## src/rtl/canbm_buf.sv

```systemverilog
module canbm_buf #(
  parameter int DATA_BYTES = 8,
  parameter int ID_W = 11,
  parameter int RX_BASE = 16
) (
  input  logic                    clk,
  input  logic                    rst_n,
  input  logic                    bus_wr,
  input  logic                    bus_rd,
  input  logic [7:0]              bus_addr,
  input  logic [1:0]              bus_be,
  input  logic [15:0]             bus_wdata,
  output logic [15:0]             bus_rdata,
  input  logic                    eng_idle,
  output logic                    eng_load,
  output logic [ID_W-1:0]         tx_id,
  output logic [3:0]              tx_dlc,
  output logic [8*DATA_BYTES-1:0] tx_data,
  input  logic                    eng_tx_ok,
  input  logic                    eng_arb_lost,
  input  logic                    eng_err,
  input  logic                    eng_rx_done,
  input  logic [ID_W-1:0]         sr_id,
  input  logic [3:0]              sr_dlc,
  input  logic [8*DATA_BYTES-1:0] sr_data,
  output logic                    tx_pending,
  output logic                    rx_newdat,
  output logic                    rx_msglst,
  output logic                    ready
);
  localparam int NW = DATA_BYTES / 2;
  localparam int IDX_DAT = 3;
  localparam logic [6:0] RXB = 7'(RX_BASE);
  localparam logic [15:0] ID_MASK = 16'((32'd1 << ID_W) - 1);

  function automatic logic [15:0] lane(input logic [15:0] old, input logic [15:0] wd,
                                       input logic [1:0] be);
    return {be[1] ? wd[15:8] : old[15:8], be[0] ? wd[7:0] : old[7:0]};
  endfunction

  logic [6:0]  widx;
  logic        tx_busy, inflight, nd_q, ml_q;
  logic [15:0] txid_w, rxid_w;
  logic [3:0]  txdlc, rxdlc;
  logic [15:0] txw [NW];
  logic [15:0] rxw [NW];
  logic        cmd_set, cmd_clr, buf_wr, snap, ack, eng_evt;

  assign widx    = bus_addr[7:1];
  assign cmd_set = bus_wr && widx == 7'd0 && bus_be[1] && bus_wdata[15];
  assign cmd_clr = bus_wr && widx == 7'd0 && bus_be[1] && !bus_wdata[15];
  assign buf_wr  = bus_wr && !tx_busy;
  assign snap    = bus_wr && widx == RXB && bus_be[1] && bus_wdata[15];
  assign ack     = bus_rd && widx == RXB + 7'd2;
  assign eng_evt = eng_tx_ok | eng_arb_lost | eng_err;

  assign eng_load   = tx_busy && !inflight && eng_idle;
  assign tx_pending = tx_busy;
  assign rx_newdat  = nd_q;
  assign rx_msglst  = ml_q;
  assign ready      = 1'b1;
  assign tx_id      = txid_w[ID_W-1:0];
  assign tx_dlc     = txdlc;

  for (genvar g = 0; g < NW; g++) begin : g_txd
    assign tx_data[16*g +: 16] = txw[g];
  end

  always_ff @(posedge clk or negedge rst_n) begin
    if (!rst_n) begin
      tx_busy  <= 1'b0;
      inflight <= 1'b0;
    end else begin
      if (cmd_clr) tx_busy <= 1'b0;
      else if (cmd_set && !tx_busy) tx_busy <= 1'b1;
      else if (inflight && eng_tx_ok) tx_busy <= 1'b0;
      if (eng_load) inflight <= 1'b1;
      else if (eng_evt) inflight <= 1'b0;
    end
  end

  always_ff @(posedge clk or negedge rst_n) begin
    if (!rst_n) begin
      txid_w <= '0;
      txdlc  <= '0;
      for (int k = 0; k < NW; k++) txw[k] <= '0;
    end else if (buf_wr) begin
      if (widx == 7'd1) txid_w <= lane(txid_w, bus_wdata, bus_be) & ID_MASK;
      if (widx == 7'd2 && bus_be[0]) txdlc <= bus_wdata[3:0];
      for (int k = 0; k < NW; k++)
        if (widx == 7'(IDX_DAT + k)) txw[k] <= lane(txw[k], bus_wdata, bus_be);
    end
  end

  always_ff @(posedge clk or negedge rst_n) begin
    if (!rst_n) begin
      rxid_w <= '0;
      rxdlc  <= '0;
      nd_q   <= 1'b0;
      ml_q   <= 1'b0;
      for (int k = 0; k < NW; k++) rxw[k] <= '0;
    end else begin
      if (eng_rx_done || snap) begin
        rxid_w <= 16'(sr_id);
        rxdlc  <= sr_dlc;
        for (int k = 0; k < NW; k++) rxw[k] <= sr_data[16*k +: 16];
      end
      if (eng_rx_done) nd_q <= 1'b1;
      else if (ack) nd_q <= 1'b0;
      if (eng_rx_done && nd_q) ml_q <= 1'b1;
      else if (ack) ml_q <= 1'b0;
    end
  end

  always_comb begin
    bus_rdata = '0;
    if (widx == 7'd0) bus_rdata = {tx_busy, 15'b0};
    if (widx == 7'd1) bus_rdata = txid_w;
    if (widx == 7'd2) bus_rdata = {12'b0, txdlc};
    if (widx == RXB + 7'd1) bus_rdata = rxid_w;
    if (widx == RXB + 7'd2) bus_rdata = {nd_q, ml_q, 10'b0, rxdlc};
    for (int k = 0; k < NW; k++) begin
      if (widx == 7'(IDX_DAT + k)) bus_rdata = txw[k];
      if (widx == RXB + 7'(IDX_DAT + k)) bus_rdata = rxw[k];
    end
  end
endmodule


```

## config.mk

```make
export PLATFORM = sky130hd
export DESIGN_NAME = canbm_buf
export DESIGN_NICKNAME = d
export VERILOG_FILES = /design/src/rtl/canbm_buf.sv
export SDC_FILE = /design/constraint.sdc
export NUM_CORES = 1
export LEC_CHECK = 0
export ABC_AREA = 0
export BUFFER_PORTS_ARGS = -buffer_cell sky130_fd_sc_hd__buf_2
export CORE_ASPECT_RATIO = 1.1
export CORE_MARGIN = 2
export CORE_UTILIZATION = 35
export DETAILED_ROUTE_END_ITERATION = 16
export GPL_TIMING_DRIVEN = 0
export PLACE_DENSITY = 0.54
export SYNTH_ARGS = -nofsm -noshare
export SYNTH_HDL_FRONTEND = slang
export SYNTH_SLANG_ARGS = --single-unit
export TNS_END_PERCENT = 100
```

## constraint.sdc

```tcl
create_clock -name clk -period 6.3 [get_ports clk]
set_clock_uncertainty 0.2 [all_clocks]
set_input_delay 0.63 -clock clk [delete_from_list [all_inputs] [get_ports clk]]
set_output_delay 0.63 -clock clk [all_outputs]
set_load 0.05 [all_outputs]
```

======== After elaboration in Yosys (flattened, before gate mapping) ========
Index checks and enable logic that the tools add are counted.
W data, S select, Z words.
cells by class
  bitwise logic cells ..................... 2
  multiplexer cells ....................... 21
  equality and inequality tests ........... 13
  reductions and logical operators ........ 35
operators by type and width
  kind                  count
  $mux W16              13
  $eq A7 B5 Y1 const B  7
  $reduce_and A3 Y1     10
  $eq A7 B3 Y1 const B  3
  $logic_and A1 B1 Y1   15
  $eq A7 B2 Y1 const B  2
  $mux W1               8
  $eq A7 B1 Y1 const B  1
  $logic_not A7 Y1      1
  $reduce_bool A2 Y1    3
  $logic_not A1 Y1      3
  $reduce_bool A3 Y1    1
  $or A1 B1 Y1          2
  $reduce_and A2 Y1     1
  $logic_or A1 B1 Y1    1
storage, ports and cells
  input port bits ......................... 114
  bits in registers ....................... 162
  output and inout bits ................... 100

======== Longest topological paths before layout ========
  depth after elaboration ................. 14
  depth in mapped cells ................... 8
  gate-level depth less buffers ........... 5

======== Worst setup path before layout ========
No wires, ideal clock.
  path type ............................... input-to-output
  start point ............................. input bus_addr[5]
  end point ............................... output bus_rdata[7]
  data required time ...................... 5470 ps
  slack ................................... 2520 ps
  data arrival time ....................... 2950 ps
  buffers on the path ..................... 2
  stages on the path ...................... 7
  cell sequence ........................... buf_2 > buf_2 > nand2_1 > nor4_1 > a221oi_1 > or3_1 > a222oi_1
on the way
  word-level cells in the longest chain between the ends .. 13
RTL lines
  element       RTL line  source
  from (decl)   10        input logic [7:0] bus_addr,
  $eq A7 B1 Y1  118       if (widx == 7'd1) bus_rdata = txid_w;
  $mux W16      118
  $mux W16      119       if (widx == 7'd2) bus_rdata = {12'b0, txdlc};
  $mux W16      120       if (widx == RXB + 7'd1) bus_rdata = rxid_w;
  $mux W16      121       if (widx == RXB + 7'd2) bus_rdata = {nd_q, ml_q, 10'b0, rxdlc};
  $mux W16      123       if (widx == 7'(IDX_DAT + k)) bus_rdata = txw[k];
  $mux W16      124       if (widx == RXB + 7'(IDX_DAT + k)) bus_rdata = rxw[k];
  $mux W16      123
  $mux W16      124
  $mux W16      123
  $mux W16      124
  $mux W16      123
  $mux W16 (*)  124
  to (decl)     13        output logic [15:0] bus_rdata,
Mark *: on every way between the ends. The rest lies on a longest branch, timed or not.

======== Final worst setup path ========
  start point ............................. input bus_addr[1]
  end point ............................... output bus_rdata[10]
Same word-level chain as after synthesis.

==> flow_metrics.py <==
metrics = {
    "run_status": {
        "status": "finished with violations",
        "violations": "hold timing",
    },
    "final_layout": {
        "syn_to_final_growth_pct": 26.1,
        "fin_util": 0.449,
        "multiInputGateArea_um2": 3580,
        "mostFrequentLayoutCells": "228 x buf_2, 162 x dfrtp_1, 137 x mux2_2",
        "drive_gt1_frac": 0.510,
        "fin_nets": 959,
        "register_area_um2": 4050,
        "instances_no_fill": 1156,
        "num-fill-cells": 2132,
        "mostFrequentLayoutCell": "buf_2",
    },
    "drt": {
        "antenna_left": 0,
        "dr.pass1.iters": 5,
        "drt_iter0_drc": 385,
        "vias_per_cell": 5.53,
        "vias": 6397,
        "drcViolationCount": 0,
        "wire_per_inst_um": 24.7,
        "wirelength_um": 28600,
    },
    "die": {
        "pin_count": 214,
        "num_rows": 57,
        "fp.dieW_um": 147,
        "initial_core_util": 0.356,
        "fp.dieH_um": 161,
        "dieArea_um2": 23600,
        "core_area_um2": 22000,
    },
    "worst_setup_path": {
        "r2r-start": "tx_pending$_DFFE_PN0P_",
        "r2r_cells": 4,
        "critPathMaxFanout": 10,
        "startpoint": "bus_addr[1]",
        "crit_arrival_ps": 3390,
        "start_kind": "input pin",
        "endpoint_kind": "output port",
        "required_ps": 5470,
        "r2r-end": "tx_data[3]$_DFFE_PN0P_",
        "r2r_slack_ps": 3900,
        "crit_type": "input pin to output port",
    },
    "cts": {
        "cts_tree": "built",
        "cts_resized": 0,
        "clk_path_buf_depth": 2,
        "cts_setup_buffers": 0,
        "clk_latency_ps": 430,
        "clock-sinks": 162,
        "ctsHoldBuffers": 0,
        "ctsHtreeMaxLevel": 4,
        "cts_buffers": 17,
        "clk_pin_slew_ps": 60,
        "clock-root-buffer": "clkbuf_16",
    },
    "global_route": {
        "gr-total-overflow": 0,
        "track_usage": 0.242,
        "grt_pass1_wl_um": 41400,
        "grt_max_degree": 83,
        "grt_pass1_vias": 6325,
        "antenna_found_initial": 3,
    },
    "logic_synthesis": {
        "syn_nets": 731,
        "netlist_area_um2": 7840,
        "synth_flop_cell": "dfrtp_1",
        "yosys_warnings": 0,
        "yosysUniqueCellTypes": 68,
        "yosysSeqAreaShare": 0.517,
        "async_flop_share": 1.00,
        "syn-instance-count": 617,
        "syn_area_per_cell_um2": 12.7,
        "synth_edf_count": 0,
        "ys_ff_latch": 162,
    },
    "timing": {
        "setup_violations": 0,
        "tightestPinTransition_ps": 1110,
        "report.final.slew_viol_count": 0,
        "tns_ps": 0,
        "timing.fmax_mhz": 237,
        "fin_crit_ps": 4220,
        "fin_crit_sh": 0.670,
        "rsz0062_at_grt": "false",
        "hold_violations": 13,
        "timing.hold.ws_ps": -38.8,
        "slew_headroom": 0.258,
    },
    "job": {
        "cap_violations": 0,
    },
    "place": {
        "dpl.cell_count": 1121,
        "place_congestion": 0.845,
        "port_buffers": 208,
        "hpwl_um": 20700,
    },
    "power_and_ir_drop": {
        "power_w": 0.00264,
        "power.static_leakage_nw": 4.87,
        "peakVddDrop_mv": 0.188,
        "power.density_nw_per_um2": 267,
    },
    "worst_hold_path": {
        "hold_path.class": "input pin to async pin",
    },
}
-- power by group --
group / total, W / internal, W / switching, W / leakage (nW)
Combinational: 0.000407 / 0.000147 / 0.000260 / 2.54
Clock: 0.00106 / 0.000599 / 0.000464 / 0.276
Sequential: 0.00117 / 0.00112 / 0.0000535 / 2.06
-- Yosys cell counts, drive strengths merged (4+ instances only) --
library cell	count	area share
nand3	20	0.013
nor2	27	0.014
nor4	4	0.0032
nor2b	6	0.0048
a21oi	14	0.0089
a31oi	5	0.0040
mux4	4	0.011
a22oi	7	0.0067
a221oi	5	0.0056
nand2	29	0.017
clkbuf	13	0.0062
o211ai	7	0.0067
dfrtp	162	0.52
mux2i	22	0.028
a21o	5	0.0048
nor3	8	0.0078
a222oi	4	0.0051
o21ai	25	0.016
buf	26	0.019
o22ai	8	0.0064
mux2	161	0.24
-- registers in the layout, indices dropped and copies added, names as in the netlist --
signal / flops
tx_pending: 1
rx_msglst: 1
txid_w: 11
rxdlc: 4
rxw: 64
tx_dlc: 4
tx_data: 64
inflight: 1
rx_newdat: 1
rxid_w: 11
-- through the flow --
stage	cell area, um^2	hold WS (ps)	worst slack [ps]
6_report	9890	-38.8	2080
5_1_grt	9880	32.9	2080
4_1_cts	9880	9.39	2200
3_5_place_dp	9290	290	2230
3_3_place_gp	9250	282	1740
2_1_floorplan	7840	134	2520
-- worst max-delay path, cell delays in order --
cell and delay (ps):
buf_2 110, buf_2 190, nor2_1 870, nand2_1 400
o21ai_0 630, a211o_1 220, a222oi_1 90, buf_2 240
-- worst max path at each step --
| stage | slack [ps] | to | depth (start not counted) |
|---|---|---|---|
| global placement | 1740 | tx_data[57]$_DFFE_PN0P_ | 1 |
| floorplan | 2520 | bus_rdata[7] | 7 |
| CTS | 2200 | bus_rdata[10] | 8 |
| detailed placement | 2230 | bus_rdata[10] | 8 |
| global route | 2080 | bus_rdata[14] | 7 |
| finish | 2080 | bus_rdata[10] | 8 |
-- kinds of logic after synthesis --
family	Yosys count	synth area share
buffers and inverters	42	0.0263
flip-flops	162	0.517
AO/OA/AOI/OAI	110	0.0975
other	1	0.000478
multiplexers	187	0.278
AND/OR/NAND/NOR	115	0.0806
-- layout make-up --
cell class | instances | area share
multi-input cells | 413 | 0.362
clock inverters | 14 | 0.0153
well taps | 295 | 0.0373
diodes | 3 | 0.000759
flip-flops and latches | 162 | 0.410
inverters | 3 | 0.00114
plain buffers | 39 | 0.0197
repair buffers | 209 | 0.109
clock buffers | 18 | 0.0444
-- metal layers --
metal	wire length (um)	share of wire	up-vias	global-route usage
met5	0	0	-	0
met2	13700	0.48	278	0.396
li1	-	-	2783	-
met3	1930	0.068	51	0.0455
met1	12100	0.42	3285	0.322
met4	854	0.030	0	0.0909
Note: power is estimated with default switching activity, not from simulation.
